`src/rtl/rx_chain_pkg.sv`:
```
package rx_chain_pkg;
  localparam int CNT_W = 2;
  localparam int SLOTS = 2;
  localparam logic [CNT_W-1:0] Q_FULL = CNT_W'(SLOTS);

  typedef enum logic [1:0] {
    OP_NONE    = 2'b00,
    OP_ENABLE  = 2'b01,
    OP_CLEAR   = 2'b10,
    OP_DISABLE = 2'b11
  } rxOp_e;

  typedef struct packed {
    logic pop;
    logic toTri;
    logic toPend;
    logic cancelHead;
    logic cancelNext;
    logic push;
    logic reject;
    logic clearTri;
    logic promote;
  } rxStrobe_t;
endpackage

```
`src/rtl/rx_chain_ctrl.sv`:
```
module rx_chain_ctrl
  import rx_chain_pkg::*;
#(
  parameter int GAP_CYC = 4
) (
  input  logic             clk,
  input  logic             rstN,
  input  logic             cmdValid,
  input  logic [1:0]       cmdOp,
  input  logic             pktStart,
  input  logic             pktDone,
  input  logic [CNT_W-1:0] qCount,
  input  logic             triSet,
  input  logic             pendSet,
  output rxStrobe_t        strb
);
  localparam int GAP_W = $clog2(GAP_CYC + 1);
  localparam logic [GAP_W-1:0] GAP_LOAD = GAP_W'(GAP_CYC);

  logic             busy;
  logic [GAP_W-1:0] gapCnt;
  logic             rxBegin, rxEnd, begunEff, gapLoad;
  logic             opEn, opClr, opDis;
  logic [CNT_W-1:0] cntAfter;
  rxOp_e            op;

  always_comb begin
    op       = rxOp_e'(cmdOp);
    opEn     = cmdValid && (op == OP_ENABLE);
    opClr    = cmdValid && (op == OP_CLEAR);
    opDis    = cmdValid && (op == OP_DISABLE);
    rxBegin  = pktStart && (qCount != '0) && !busy && !pendSet;
    rxEnd    = pktDone && busy;
    cntAfter = qCount - {{(CNT_W-1){1'b0}}, rxEnd};
    begunEff = (busy && !rxEnd) || rxBegin;

    strb            = '0;
    strb.pop        = rxEnd;
    strb.toTri      = rxEnd && !triSet;
    strb.toPend     = rxEnd && triSet;
    strb.push       = opEn && (cntAfter != Q_FULL);
    strb.reject     = opEn && (cntAfter == Q_FULL);
    strb.cancelHead = opDis && !begunEff && (cntAfter != '0);
    strb.cancelNext = opDis && begunEff && (cntAfter == Q_FULL);
    strb.clearTri   = opClr;
    strb.promote    = (gapCnt == GAP_W'(1));
    gapLoad         = opClr && (gapCnt == '0) && (pendSet || (rxEnd && triSet));
  end

  always_ff @(posedge clk or negedge rstN) begin
    if (!rstN) begin
      busy   <= 1'b0;
      gapCnt <= '0;
    end else begin
      if (rxBegin)    busy <= 1'b1;
      else if (rxEnd) busy <= 1'b0;
      if (gapLoad)             gapCnt <= GAP_LOAD;
      else if (gapCnt != '0)   gapCnt <= gapCnt - 1'b1;
    end
  end

  // flag must stay low while the inter-interrupt gap runs
  p_gap_quiet_r6: assert property (@(posedge clk) disable iff (!rstN)
    (gapCnt != '0) |-> !triSet);

  // a begun reception always owns a queue slot
  p_busy_has_slot_r10: assert property (@(posedge clk) disable iff (!rstN)
    busy |-> (qCount != '0));
endmodule

```
`src/rtl/rx_chain_dp.sv`:
```
module rx_chain_dp
  import rx_chain_pkg::*;
#(
  parameter int PAGE_W = 8
) (
  input  logic             clk,
  input  logic             rstN,
  input  rxStrobe_t        strb,
  input  logic [PAGE_W-1:0] cmdPage,
  output logic [CNT_W-1:0] qCount,
  output logic [PAGE_W-1:0] headPage,
  output logic             triFlag,
  output logic             pendFlag,
  output logic [PAGE_W-1:0] donePage,
  output logic             overflowErr
);
  logic [PAGE_W-1:0] slotPage [SLOTS];
  logic [PAGE_W-1:0] nPage    [SLOTS];
  logic [CNT_W-1:0]  cnt, nCnt;
  logic [PAGE_W-1:0] pendPage;

  always_comb begin
    for (int i = 0; i < SLOTS; i++) nPage[i] = slotPage[i];
    nCnt = cnt;
    if (strb.pop) begin
      for (int i = 0; i < SLOTS - 1; i++) nPage[i] = nPage[i+1];
      nCnt = nCnt - 1'b1;
    end
    if (strb.cancelHead) begin
      for (int i = 0; i < SLOTS - 1; i++) nPage[i] = nPage[i+1];
      nCnt = nCnt - 1'b1;
    end
    if (strb.cancelNext) nCnt = nCnt - 1'b1;
    if (strb.push) begin
      for (int i = 0; i < SLOTS; i++)
        if (nCnt == CNT_W'(i)) nPage[i] = cmdPage;
      nCnt = nCnt + 1'b1;
    end
  end

  always_ff @(posedge clk or negedge rstN) begin
    if (!rstN) begin
      for (int i = 0; i < SLOTS; i++) slotPage[i] <= '0;
      cnt         <= '0;
      triFlag     <= 1'b0;
      pendFlag    <= 1'b0;
      donePage    <= '0;
      pendPage    <= '0;
      overflowErr <= 1'b0;
    end else begin
      for (int i = 0; i < SLOTS; i++) slotPage[i] <= nPage[i];
      cnt <= nCnt;
      if (strb.reject) overflowErr <= 1'b1;
      if (strb.promote) begin
        triFlag  <= 1'b1;
        donePage <= pendPage;
        pendFlag <= 1'b0;
      end else begin
        if (strb.clearTri) triFlag <= 1'b0;
        if (strb.toTri) begin
          triFlag  <= 1'b1;
          donePage <= slotPage[0];
        end
        if (strb.toPend) begin
          pendFlag <= 1'b1;
          pendPage <= slotPage[0];
        end
      end
    end
  end

  assign qCount   = cnt;
  assign headPage = (cnt != '0) ? slotPage[0] : '0;

  // occupancy never exceeds the two slots
  p_no_overflow_r3: assert property (@(posedge clk) disable iff (!rstN)
    qCount <= Q_FULL);

  // a dropped enable leaves the queue full and the error raised
  p_reject_full_r3: assert property (@(posedge clk) disable iff (!rstN)
    strb.reject |=> (qCount == Q_FULL) && overflowErr);

  // error is sticky until reset
  p_err_sticky_r3: assert property (@(posedge clk) disable iff (!rstN)
    overflowErr |=> overflowErr);

  // only the clear strobe lowers the flag
  p_tri_hold_r5: assert property (@(posedge clk) disable iff (!rstN)
    (triFlag && !strb.clearTri) |=> triFlag);

  // a held completion waits for the gap to finish
  p_pend_wait_r6: assert property (@(posedge clk) disable iff (!rstN)
    (pendFlag && !strb.promote) |=> pendFlag);
endmodule

```
`src/rtl/rx_chain_irq.sv`:
```
module rx_chain_irq
  import rx_chain_pkg::*;
#(
  parameter int PAGE_W  = 8,
  parameter int GAP_CYC = 4
) (
  input  logic              clk,
  input  logic              rstN,
  input  logic              cmdValid,
  input  logic [1:0]        cmdOp,
  input  logic [PAGE_W-1:0] cmdPage,
  input  logic              rxMaskInhibit,
  input  logic              pktStart,
  input  logic              pktDone,
  output logic [PAGE_W-1:0] activePage,
  output logic              activeValid,
  output logic [1:0]        qCount,
  output logic              rxIdle,
  output logic              rxDoneFlag,
  output logic [PAGE_W-1:0] donePage,
  output logic              overflowErr,
  output logic              irq
);
  rxStrobe_t        strb;
  logic [CNT_W-1:0] cnt;
  logic             triFlag, pendFlag;

  rx_chain_ctrl #(.GAP_CYC(GAP_CYC)) u_ctrl (
    .clk(clk), .rstN(rstN), .cmdValid(cmdValid), .cmdOp(cmdOp),
    .pktStart(pktStart), .pktDone(pktDone), .qCount(cnt),
    .triSet(triFlag), .pendSet(pendFlag), .strb(strb)
  );

  rx_chain_dp #(.PAGE_W(PAGE_W)) u_dp (
    .clk(clk), .rstN(rstN), .strb(strb), .cmdPage(cmdPage),
    .qCount(cnt), .headPage(activePage), .triFlag(triFlag),
    .pendFlag(pendFlag), .donePage(donePage), .overflowErr(overflowErr)
  );

  assign qCount      = cnt;
  assign activeValid = (cnt != '0);
  assign rxIdle      = (cnt == '0);
  assign rxDoneFlag  = triFlag;
  assign irq         = triFlag && !rxMaskInhibit;

  // masked flag never reaches the line
  p_mask_gate_r7: assert property (@(posedge clk) disable iff (!rstN)
    rxMaskInhibit |-> !irq);
endmodule

```
`config.mk`:
```
export PLATFORM = sky130hd
export DESIGN_NAME = rx_chain_irq
export DESIGN_NICKNAME = d
export VERILOG_FILES = /design/src/rtl/rx_chain_pkg.sv /design/src/rtl/rx_chain_ctrl.sv /design/src/rtl/rx_chain_dp.sv /design/src/rtl/rx_chain_irq.sv
export SDC_FILE = /design/constraint.sdc
export NUM_CORES = 1
export LEC_CHECK = 0
export BUFFER_PORTS_ARGS = -buffer_cell sky130_fd_sc_hd__buf_4
export CORE_UTILIZATION = 60
export CTS_BUF_LIST = sky130_fd_sc_hd__clkbuf_8
export CTS_CLUSTER_SIZE = 30
export DETAILED_ROUTE_END_ITERATION = 10
export PLACE_DENSITY = 0.85
export SYNTH_ARGS = -nofsm -noshare
export SYNTH_HDL_FRONTEND = slang
export SYNTH_SLANG_ARGS = --single-unit
```
`constraint.sdc`:
```
create_clock -name clk -period 4.9 [get_ports clk]
set_input_delay 0 -clock clk [delete_from_list [all_inputs] [get_ports clk]]
set_output_delay 0 -clock clk [all_outputs]
set_load 0.02 [all_outputs]
```
==> results of run 1 <==
==> flip-flops by register name, indices dropped and copies added, names as in the netlist, 2 cells and up <==
signal,flops
u_dp.pendPage,8
u_dp.donePage,8
u_dp.slotPage,16
u_dp.qCount,2
u_ctrl.gapCnt,3
==> where the power goes <==
part           switching [mW]  internal [mW]  leakage (nW)
Combinational           0.433          0.417         0.643
Clock                   0.102          0.110        0.0485
Sequential              0.119          0.497         0.505
==> cell type report <==
| class | instances | area, µm² |
|---|---|---|
| Inverter | 5 | 18.8 |
| Sequential cell | 41 | 1030 |
| Clock inverter | 1 | 3.75 |
| Timing Repair Buffer | 47 | 375 |
| Tap cell | 44 | 55.1 |
| Clock buffer | 6 | 82.6 |
| Fill cell | 204 | 598 |
| Multi-Input combinational cell | 118 | 993 |
==> metal layers <==
metal	GRT usage (%)	vias to the layer above	part of all wire, %
met2	44.3	44	52
met3	6.18	9	4.5
met1	30.0	710	42
met5	0	-	0
li1	-	692	-
met4	11.4	0	1.6
==> final timing paths <==
kind / startpoint / cells past startpoint / end
setup / recovery: u_dp.qCount[1]$_DFF_PN0_ / 9 / u_dp.slotPage[14]$_DFF_PN0_
max in group asynchronous: rstN / 2 / u_dp.qCount[0]$_DFF_PN0_
hold / removal: cmdOp[0] / 3 / u_dp.triFlag$_DFFE_PN0P_
hold reg to reg: u_dp.overflowErr$_DFFE_PN0P_ / 1 / u_dp.overflowErr$_DFFE_PN0P_
min in group asynchronous: rstN / 2 / u_ctrl.gapCnt[0]$_DFFE_PN0P_
setup reg to reg: u_dp.qCount[1]$_DFF_PN0_ / 9 / u_dp.slotPage[14]$_DFF_PN0_
==> metrics by stage <==
step / setup WS, ns / utilization [%] / cells / hold slack [ns] / total power [mW]
finish: 2.18 / 81.0 / 262 / 0.0368 / 1.68
global route: 2.01 / 81.0 / 262 / 0.0625 / 1.79
CTS: 2.18 / 81.0 / 262 / 0.0355 / 1.69
detailed placement: 2.22 / 75.4 / 246 / 0.00338 / 1.46
global placement: 2.35 / 75.4 / 246 / -0.00131 / 1.40
floorplan: 2.27 / - / 167 / -0.296 / 1.18
==> cell usage in the layout (no fill, tap or decap), types with 2 or more instances in the layout <==
cell	n
dfrtp_1	41
buf_4	38
mux2_2	32
nor2_1	13
mux2i_1	10
a21oi_1	9
dlygate4sd3_1	9
nor2b_1	7
inv_1	6
and2b_1	6
ha_1	6
clkbuf_8	6
nand2_1	5
o22ai_1	4
o21ai_0	4
nand3b_1	2
nand2b_1	2
o21bai_1	2
==> logic make-up (layout without fill, tap and decap cells) <==
family,after synthesis,in the layout,share of synthesized area [%]
and+or+nand+nor,45,45,13.7
xor gates and xnor gates,1,1,0.427
buffers and inverters,8,59,1.65
DFF,41,41,50.0
muxes,42,42,22.4
AOI/OAI and AO/OA,24,24,8.23
adders and majority gates,6,6,3.66
==> worst max-delay path, cell delays in order, from the launching register on <==
cell and delay (ns):
dfrtp_1 0.45, inv_1 0.13, ha_1 0.36, nor4b_2 0.12, or2_2 0.32, nor2_1 0.16, o22a_2 0.16, ha_1 0.15
and2_1 0.36, mux2_2 0.39
==> metrics, run 1 <==
Max Cap Viol=0; wire per inst=about 16 µm; warnings from Yosys=0; Setup CP Type=register to register; Post CTS Setup Buffer Count=0; Arrival @ worst endpoint=~2.9 ns; vias per cell=5.55; most frequent cells after synthesis=41 x dfrtp_1, 32 x mux2_2, 13 x nor2_1, 10 x mux2i_1, 9 x a21oi_1; worst path required time=approximately 5 ns; Post-Syn Instances=167; hold_buf cts=9; Synth Area per Inst=12.3 µm²; Slew headroom=26.4%; initial antenna violation count=0; status=complete, no violations; Mapped Nets=about 190; final net count=240; Placed Area=0.00238 mm²; CTS tree=done; Die Wd=approximately 61 µm; 1st-iter DRT viols=51; Cell variety after synth=33; std cell rows=20; Peak VDD IR=0.000319 V; share of cells above drive strength 1=about 39%; Sink Count=between 40 and 50; die area=roughly 0.0037 mm²; dominant cell type by area after synthesis=dfrtp_1; root buffer selected by CTS=clkbuf_8; Seq/Total Area, Yosys=around half; share of the synthesized area in the top cell type=50.0%; Die H=around 60 µm; Clk Latency, worst-skew pair=approximately 0.28 ns; buffers added on ports=38; largest net degree at the start of global routing=42; setup TNS=0 ns; gr usage total=between 20% and 30%; clock skew=~0.0049 ns; vias in the first global route=1487; startpoint types=register; CTS resizes=0; CP Capture Type=register; synthesis-to-layout area growth=24.4%; Leak Pwr=1.20 nW; Slew @ Worst Pin=around 1.1 ns; starting density of the core=between 60% and 70%; Core Area=0.00315 mm²; final hold vios=0; routability cong.=around 0.75; top cells by area, synth=dfrtp_1 50%, mux2_2 18%, mux2i_1 4.9%; TritonCTS buffer count=5; Max Clk Rate=368 MHz; worst hold path type=input pin to register; dpl hpwl=approximately 3000 µm; Ant. Diodes=0; PwrDens=roughly 660 mW/mm²; htree depth=2; DR pass1 iterations=4; Post-synth EDFFs=0; crit share post-route=between 50% and 60%; final-report setup violation count=0; via count=about 1500; Main synth FF type=dfrtp_1; top-count cell post-synth=dfrtp_1; number of I/O pins=39; Final ANT Viol Nets=0; WL final=around 4200 µm; RSZ-0062 raised after global routing=false; CTS clk-pin slew, worst paths=about 0.07 ns; GR Overflow Total=0; Finished Cell Area=0.00255 mm²; drt drc=0; Max FO, Critical Path=11; reg2reg setup slack=~2.2 ns; mapped cell area=between 0.002 and 0.0025 mm²; asr flop ratio synth=between 90% and 100%; Max Buffers Root-to-Sink=2; flops & latches, synth=slightly above 40; Final Slew Violations=0; first-pass GRT wire length=about 6600 µm; Tmin final=between 2 and 3 ns
(Power assumes the default switching activity.)
==> inputs of run 2 (changes only) <==
- CORE_UTILIZATION: 60 -> 57
- PLACE_DENSITY: 0.85 -> 0.82
- clock period: 4.9 -> 2.5 ns (I/O delays scaled with it)
==> run 2 against run 1 <==
Via count is essentially flat. Fmax grew 17%. Global-route usage shrank 2.2 points. Sequential cell count is the same. Non-clock buffer count grew 5. Cell area grew 3.0%. Sequential power grew 96%. Clock skew grew 0.0017 ns. Critical path type unchanged.
==> metrics, run 2 (synthesized netlist as in run 1, its figures left out) <==
Final Slew Violations=0 (unchanged); final hold vios=0 (unchanged); CTS tree=done (unchanged); first-pass GRT wire length=6310 µm (was 6630 µm); GR Overflow Total=0 (unchanged); Setup CP Type=register to register (unchanged); DR pass1 iterations=4 (unchanged); Pint=2.12 mW (was 1.02 mW); gr busiest metal=met2 (unchanged); RSZ-0062 raised after global routing=false (unchanged); WL final=3920 µm (was 4150 µm); Critical R2R Launch=u_dp.qCount[1]$_DFF_PN0_ (unchanged); Arrival @ worst endpoint=2.50 ns (was 2.88 ns); die area=0.00385 mm² (was 0.00366 mm²); CTS clk-pin slew, worst paths=0.08 ns (was 0.07 ns); Ant. Diodes=0 (unchanged); synthesis-to-layout area growth=28.2% (was 24.4%); sequential share of power=35.4% (was 36.7%); Peak VDD IR=0.000650 V (was 0.000319 V); hold depth=3 (unchanged); WHS Endpoint=u_dp.pendFlag$_DFFE_PN0P_ (was u_dp.triFlag$_DFFE_PN0P_); CP Cell Sequence=inv_1 > ha_2 > nor4b_4 > or2_2 > nor2_1 > o22a_2 > ha_1 > and2_2 > mux2_2 (was inv_1 > ha_1 > nor4b_2 > or2_2 > nor2_1 > o22a_2 > ha_1 > and2_1 > mux2_2); commonest non-fill, non-tap cells in the layout=42 x buf_4, 40 x dfrtp_1, 32 x mux2_2 (was 41 x dfrtp_1, 38 x buf_4, 32 x mux2_2); Slew headroom=58.4% (was 26.4%); P_sw=1.29 mW (was 0.655 mW); PwrDens=1300 mW/mm² (was 657 mW/mm²); Slowest cell on crit path=dfrtp_2 (was dfrtp_1); Sink Count=41 (unchanged); Slew @ Worst Pin=0.622 ns (was 1.10 ns); wire per inst=14.6 µm (was 15.8 µm); via count=1454 (was 1455); routing usage on met2=38.6% (was 44.3%); final net count=245 (was 240); dpl hpwl=2880 µm (was 3000 µm); Core Area=0.00339 mm² (was 0.00315 mm²); Max Buffers Root-to-Sink=2 (unchanged); logic gate share of total power=49.7% (was 50.7%); R2R depth=9 (unchanged); starting density of the core=60.6% (was 65.1%); grt met1 use=29.6% (was 30.0%); gr usage total=23.3% (was 25.5%); Die H=62.0 µm (was 60.5 µm); clock skew=0.00660 ns (was 0.00490 ns); std cell rows=21 (was 20); vias in the first global route=1393 (was 1487); CP Capture Type=register (unchanged); Max Clk Rate=429 MHz (was 368 MHz); Worst Hold Slack=0.0245 ns (was 0.0368 ns); worst hold path type=input pin to register (unchanged); drt drc=0 (unchanged); layout filler cell count=220 (was 204); 1st-iter DRT viols=69 (was 51); reg2reg setup slack=0.17 ns (was 2.18 ns); vias per cell=5.41 (was 5.55); Clk Latency, worst-skew pair=0.29 ns (was 0.28 ns); Leak Pwr=1.23 nW (was 1.20 nW); GR Util met3=6.21% (was 6.18%); initial antenna violation count=0 (unchanged); TritonCTS buffer count=5 (unchanged); Die Wd=62.0 µm (was 60.5 µm); post-layout power=3.41 mW (was 1.68 mW); switching share of total power=37.8% (was 39.0%); Tmin final=2.33 ns (was 2.72 ns); routability cong.=0.751 (was 0.746); crit-path max cell delay=0.45 ns (about the same); Worst R2R End=u_dp.slotPage[13]$_DFF_PN0_ (was u_dp.slotPage[14]$_DFF_PN0_); worst path required time=2.67 ns (was 5.07 ns); most common cell after layout, fill and taps aside=buf_4 (was dfrtp_1); startpoint types=register (unchanged); share of cells above drive strength 1=42.2% (was 39.0%); setup TNS=0 ns (unchanged); Regs by FF count=u_dp.slotPage x16, u_dp.donePage x8, u_dp.pendPage x8 (unchanged); max reg flops=16 (unchanged); worst hold path startpoint=pktDone (was cmdOp[0]); Final ANT Viol Nets=0 (unchanged); Max FO, Critical Path=9 (was 11); Max Cap Viol=0 (unchanged); clock group share of total power=14.9% (was 12.6%); htree depth=2 (unchanged); root buffer selected by CTS=clkbuf_8 (unchanged); largest net degree at the start of global routing=42 (unchanged); Top reg by flops=u_dp.slotPage (unchanged); buffers added on ports=38 (unchanged); number of I/O pins=39 (unchanged); crit share post-route=93.2% (was 55.4%); status=complete, no violations (unchanged); final-report setup violation count=0 (unchanged)
==> run 2: worst max path at each step <==
stage / from / to / slack, ns / cells after the start
after CTS: u_dp.qCount[1]$_DFF_PN0_ / u_dp.slotPage[10]$_DFF_PN0_ / 0.04 / 9
after detailed placement: u_dp.qCount[0]$_DFF_PN0_ / u_dp.slotPage[12]$_DFF_PN0_ / 0.05 / 9
final: u_dp.qCount[1]$_DFF_PN0_ / u_dp.slotPage[13]$_DFF_PN0_ / 0.17 / 9
after floorplan: u_dp.qCount[0]$_DFF_PN0_ / u_dp.slotPage[10]$_DFF_PN0_ / 0.02 / 10
after global placement: u_dp.qCount[1]$_DFF_PN0_ / u_dp.slotPage[15]$_DFF_PN0_ / 0.15 / 9
after global routing: u_dp.qCount[0]$_DFF_PN0_ / u_dp.slotPage[10]$_DFF_PN0_ / 0.001 / 9
==> run 2: through the flow <==
stage	worst slack, ns	cell area, µm²	util, %	std cells
5_1_grt	0.00150	2630	77.6	269
3_3_place_gp	0.148	2420	71.5	252
4_1_cts	0.0431	2630	77.5	269
2_1_floorplan	0.0212	2070	-	167
3_5_place_dp	0.0504	2420	71.5	252
6_report	0.170	2630	77.6	269
==> run 2: power by group through the flow <==
stage | clock network, mW | registers, mW | logic (mW)
5_1_grt | 0.545 | 1.26 | 1.88
2_1_floorplan | 0 | 1.27 | 1.05
6_report | 0.509 | 1.21 | 1.70
3_5_place_dp | 0 | 1.22 | 1.69
4_1_cts | 0.518 | 1.21 | 1.71
3_3_place_gp | 0 | 1.19 | 1.62
==> run 2: what timing repair did <==
action / CTS / global route
hold buffers: 10 / 0
setup buffers: 0 / 0
endpoints found under the setup margin: 0 / 16
endpoints found under the hold margin: 58 / 0
resized for setup: 0 / 2
==> run 2: final cells by class <==
cell class                 instances  area (µm²)  area share (%)
timing repair buffer              52         415            15.8
clock buffer                       5        68.8            2.62
clock inverter                     2        35.0            1.33
tap                               46        57.6            2.19
sequential                        41        1030            39.0
inverter                           5        18.8           0.713
multi-input combinational        118        1010            38.3
==> run 2: worst max-delay path: cells and delay by family, from the launching register on <==
| kind | cells | cell delay (ns) |
|---|---|---|
| adders and majority gates | 2 | 0.34 |
| DFF | 1 | 0.45 |
| and+or+nand+nor | 4 | 0.80 |
| muxes | 1 | 0.36 |
| AOI/OAI and AO/OA | 1 | 0.16 |
| buffers and inverters | 1 | 0.11 |
==> run 2: per-layer routing <==
metal  vias up  share of wire, %
met3         6               3.1
met5         -                 0
li1        707                 -
met4         0               1.2
met1       720                43
met2        21                52
==> inputs of run 3 (changes only) <==
- CORE_UTILIZATION: 57 -> 60
- CTS_CLUSTER_SIZE: 30 -> not set
- PLACE_DENSITY: 0.82 -> 0.85
- SYNTH_HIERARCHICAL: not set -> 1
- clock period: 2.5 -> 2.78 ns (I/O delays scaled with it)
==> run 3 against run 2 <==
Register-to-register slack lost 0.04 ns. Non-clock buffer count stayed put. Total power shrank 11%. Sequential share of layout area fell by 0.51 points. Cell area grew 1.3%. Sequential power decreased by 7%. Area after synthesis grew 3.5%. Global-route usage up 4.7 points. Critical endpoint is now u_dp/slotPage[3]$_DFFE_PN0P_. Largest power group unchanged. Fmax shrank 12%. Via count up 11%.
==> metrics, run 3 <==
Post-synth EDFFs=0 (unchanged); most common cell after layout, fill and taps aside=buf_4 (unchanged); WHS Endpoint=u_ctrl/busy$_DFFE_PN0P_ (was u_dp.pendFlag$_DFFE_PN0P_); Worst R2R End=u_dp/slotPage[3]$_DFFE_PN0P_ (was u_dp.slotPage[13]$_DFF_PN0_); first-pass GRT wire length=7410 µm (was 6310 µm); Clk Latency, worst-skew pair=0.29 ns (about the same); vias per cell=5.57 (was 5.41); status=complete, no violations (unchanged); setup TNS=0 ns (unchanged); share of the synthesized area in the top cell type=48.3% (was 50.0%); Leak Pwr=1.27 nW (was 1.23 nW); largest net degree at the start of global routing=42 (unchanged); flops & latches, synth=41 (unchanged); WL final=4680 µm (was 3920 µm); Critical R2R Launch=u_dp/qCount[1]$_DFF_PN0_ (was u_dp.qCount[1]$_DFF_PN0_); Max Buffers Root-to-Sink=2 (unchanged); final hold vios=0 (unchanged); std cell rows=21 (unchanged); reg2reg setup slack=0.13 ns (was 0.17 ns); Cell variety after synth=38 (was 33); Die H=61.5 µm (was 62.0 µm); CP Capture Type=register (unchanged); startpoint types=register (unchanged); Peak VDD IR=0.000640 V (was 0.000650 V); Mapped Nets=217 (was 189); Non-Filler Instances=291 (was 269); wire per inst=16.1 µm (was 14.6 µm); GR Overflow Total=0 (unchanged); synthesis-to-layout area growth=25.4% (was 28.2%); dpl hpwl=3210 µm (was 2880 µm); max reg flops=16 (unchanged); worst path required time=2.95 ns (was 2.67 ns); Regs by FF count=u_dp/slotPage x16, u_dp/donePage x8, u_dp/pendPage x8 (was u_dp.slotPage x16, u_dp.donePage x8, u_dp.pendPage x8); most frequent cells after synthesis=41 x dfrtp_1, 20 x nand2_1, 18 x mux2i_1, 13 x nor2b_1 (was 41 x dfrtp_1, 32 x mux2_2, 13 x nor2_1, 10 x mux2i_1, 9 x a21oi_1); Final Slew Violations=0 (unchanged); Main synth FF type=dfrtp_1 (unchanged); 1st-iter DRT viols=63 (was 69); top cells by area, synth=dfrtp_1 48%, mux2i_1 8.5%, mux2_1 6.4% (was dfrtp_1 50%, mux2_2 18%, mux2i_1 4.9%); dominant cell type by area after synthesis=dfrtp_1 (unchanged); Final ANT Viol Nets=0 (unchanged); Max FO, Critical Path=11 (was 9); crit share post-route=95.4% (was 93.2%); CTS tree=done (unchanged); final net count=267 (was 245); Cell Count Post-Placement=274 (was 252); Top reg by flops=u_dp/slotPage (was u_dp.slotPage); worst hold path startpoint=pktDone (unchanged); Setup CP Type=register to register (unchanged); top-count cell post-synth=dfrtp_1 (unchanged); CTS clk-pin slew, worst paths=0.07 ns (was 0.08 ns); Slew headroom=66.8% (was 58.4%); Seq/Total Area, Yosys=48.3% (was 50.0%); routability cong.=0.758 (was 0.751); gr usage total=27.9% (was 23.3%); R2R depth=8 (was 9); htree depth=2 (unchanged); Slew @ Worst Pin=0.499 ns (was 0.622 ns); Max Cap Viol=0 (unchanged); asr flop ratio synth=100% (unchanged); Max Clk Rate=377 MHz (was 429 MHz); PwrDens=1140 mW/mm² (was 1300 mW/mm²); die area=0.00378 mm² (was 0.00385 mm²); Sink Count=41 (unchanged); vias in the first global route=1602 (was 1393); Tmin final=2.65 ns (was 2.33 ns); Synth Area per Inst=10.9 µm² (was 12.3 µm²); commonest non-fill, non-tap cells in the layout=42 x buf_4, 40 x dfrtp_1, 19 x nand2_1 (was 42 x buf_4, 40 x dfrtp_1, 32 x mux2_2); root buffer selected by CTS=clkbuf_8 (unchanged); drt drc=0 (unchanged); DR pass1 iterations=4 (unchanged); Ant. Diodes=0 (unchanged); TritonCTS buffer count=5 (unchanged); layout filler cell count=240 (was 220); Die Wd=61.5 µm (was 62.0 µm); share of cells above drive strength 1=26.5% (was 42.2%); initial antenna violation count=0 (unchanged); clock skew=0.00214 ns (was 0.00660 ns); mapped cell area=0.00213 mm² (was 0.00205 mm²); number of I/O pins=39 (unchanged); warnings from Yosys=6 (was 0); Post-Syn Instances=195 (was 167); RSZ-0062 raised after global routing=false (unchanged); via count=1621 (was 1454); hold depth=4 (was 3); worst hold path type=input pin to register (unchanged); starting density of the core=63.2% (was 60.6%); buffers added on ports=38 (unchanged); Core Area=0.00336 mm² (was 0.00339 mm²); Arrival @ worst endpoint=2.82 ns (was 2.50 ns); Post CTS Setup Buffer Count=0 (unchanged); final-report setup violation count=0 (unchanged)
[run 3: changes by cell type after synthesis, moves of 6 or more]
cell | previous run | this run
mux2_2 | 32 | 4
a21oi_1 | 9 | 1
nor2b_1 | 7 | 13
mux2i_1 | 10 | 18
mux2_1 | 0 | 12
o21ai_1 | 0 | 12
nand2_1 | 5 | 20
and2b_1 | 6 | 0
[run 3: cell type report]
class / instances / area, µm² / area share (%)
tap: 46 / 57.6 / 2.16
sequential: 41 / 1030 / 38.5
timing repair buffer: 52 / 415 / 15.6
multi-input combinational: 135 / 1020 / 38.4
inverter: 10 / 37.5 / 1.41
clock buffer: 5 / 68.8 / 2.58
clock inverter: 2 / 35.0 / 1.31
[run 3: per-stage QoR]
step                      instance area (µm²)  total power, mW  setup WS (ns)  hold slack [ns]  util, %
final                                    2670             3.03          0.129           0.0900     79.3
after global routing                     2670             3.23         0.0414           0.0899     79.3
after CTS                                2660             3.01         0.0121           0.0555     78.9
after detailed placement                 2450             2.53         0.0116          0.00444     72.7
after global placement                   2450             2.43          0.180         -0.00390     72.7
after floorplan                          2130             2.03          0.164           -0.296        -
[run 3: repair_timing]
action                                  CTS  global route
hold buffers                             10             0
gates resized for setup                   1             4
hold endpoints to repair                 58             0
endpoints found under the setup margin    8             8
[run 3: cell families (layout without fill, tap and decap cells)]
logic type	count (synthesis)	after routing	synth area share, %
and+or+nand+nor	61	61	16.5
DFF	41	41	48.3
muxes	34	34	17.0
AOI/OAI and AO/OA	29	29	8.06
buffers and inverters	19	69	4.24
adders and majority gates	6	6	3.53
xor gates and xnor gates	5	5	2.41
[run 3: per-layer routing]
layer	track usage [%]	routed length (µm)
met2	49.6	2570
met4	12.1	66
met1	32.1	1880
met3	6.51	159
met5	0	0
[run 3: where the power goes]
group,internal [mW],switching [mW],total (mW)
Clock,0.261,0.189,0.450
Combinational,0.677,0.777,1.45
Sequential,0.885,0.238,1.12
Total,1.82,1.20,3.03
[run 3: critical path: stages, from the launching register on]
cell and delay (ns):
dfrtp_2 0.48, or2_1 0.26, a32oi_2 0.31, nor3b_2 0.13
or4_4 0.53, nand4_2 0.14, ha_1 0.18, nand2_2 0.14
mux2_1 0.37
[run 3: worst max-delay path by stage]
| stage | slack [ns] | endpoint | from |
|---|---|---|---|
| after global routing | 0.04 | u_dp/slotPage[2]$_DFFE_PN0P_ | u_dp/qCount[1]$_DFF_PN0_ |
| after global placement | 0.18 | u_dp/slotPage[7]$_DFFE_PN0P_ | u_dp/qCount[1]$_DFF_PN0_ |
| after detailed placement | 0.01 | u_dp/slotPage[3]$_DFFE_PN0P_ | u_dp/qCount[1]$_DFF_PN0_ |
| after CTS | 0.01 | u_dp/slotPage[3]$_DFFE_PN0P_ | u_dp/qCount[1]$_DFF_PN0_ |
| final | 0.13 | u_dp/slotPage[3]$_DFFE_PN0P_ | u_dp/qCount[1]$_DFF_PN0_ |
| after floorplan | 0.16 | u_dp/slotPage[11]$_DFF_PN0_ | u_dp/qCount[0]$_DFF_PN0_ |
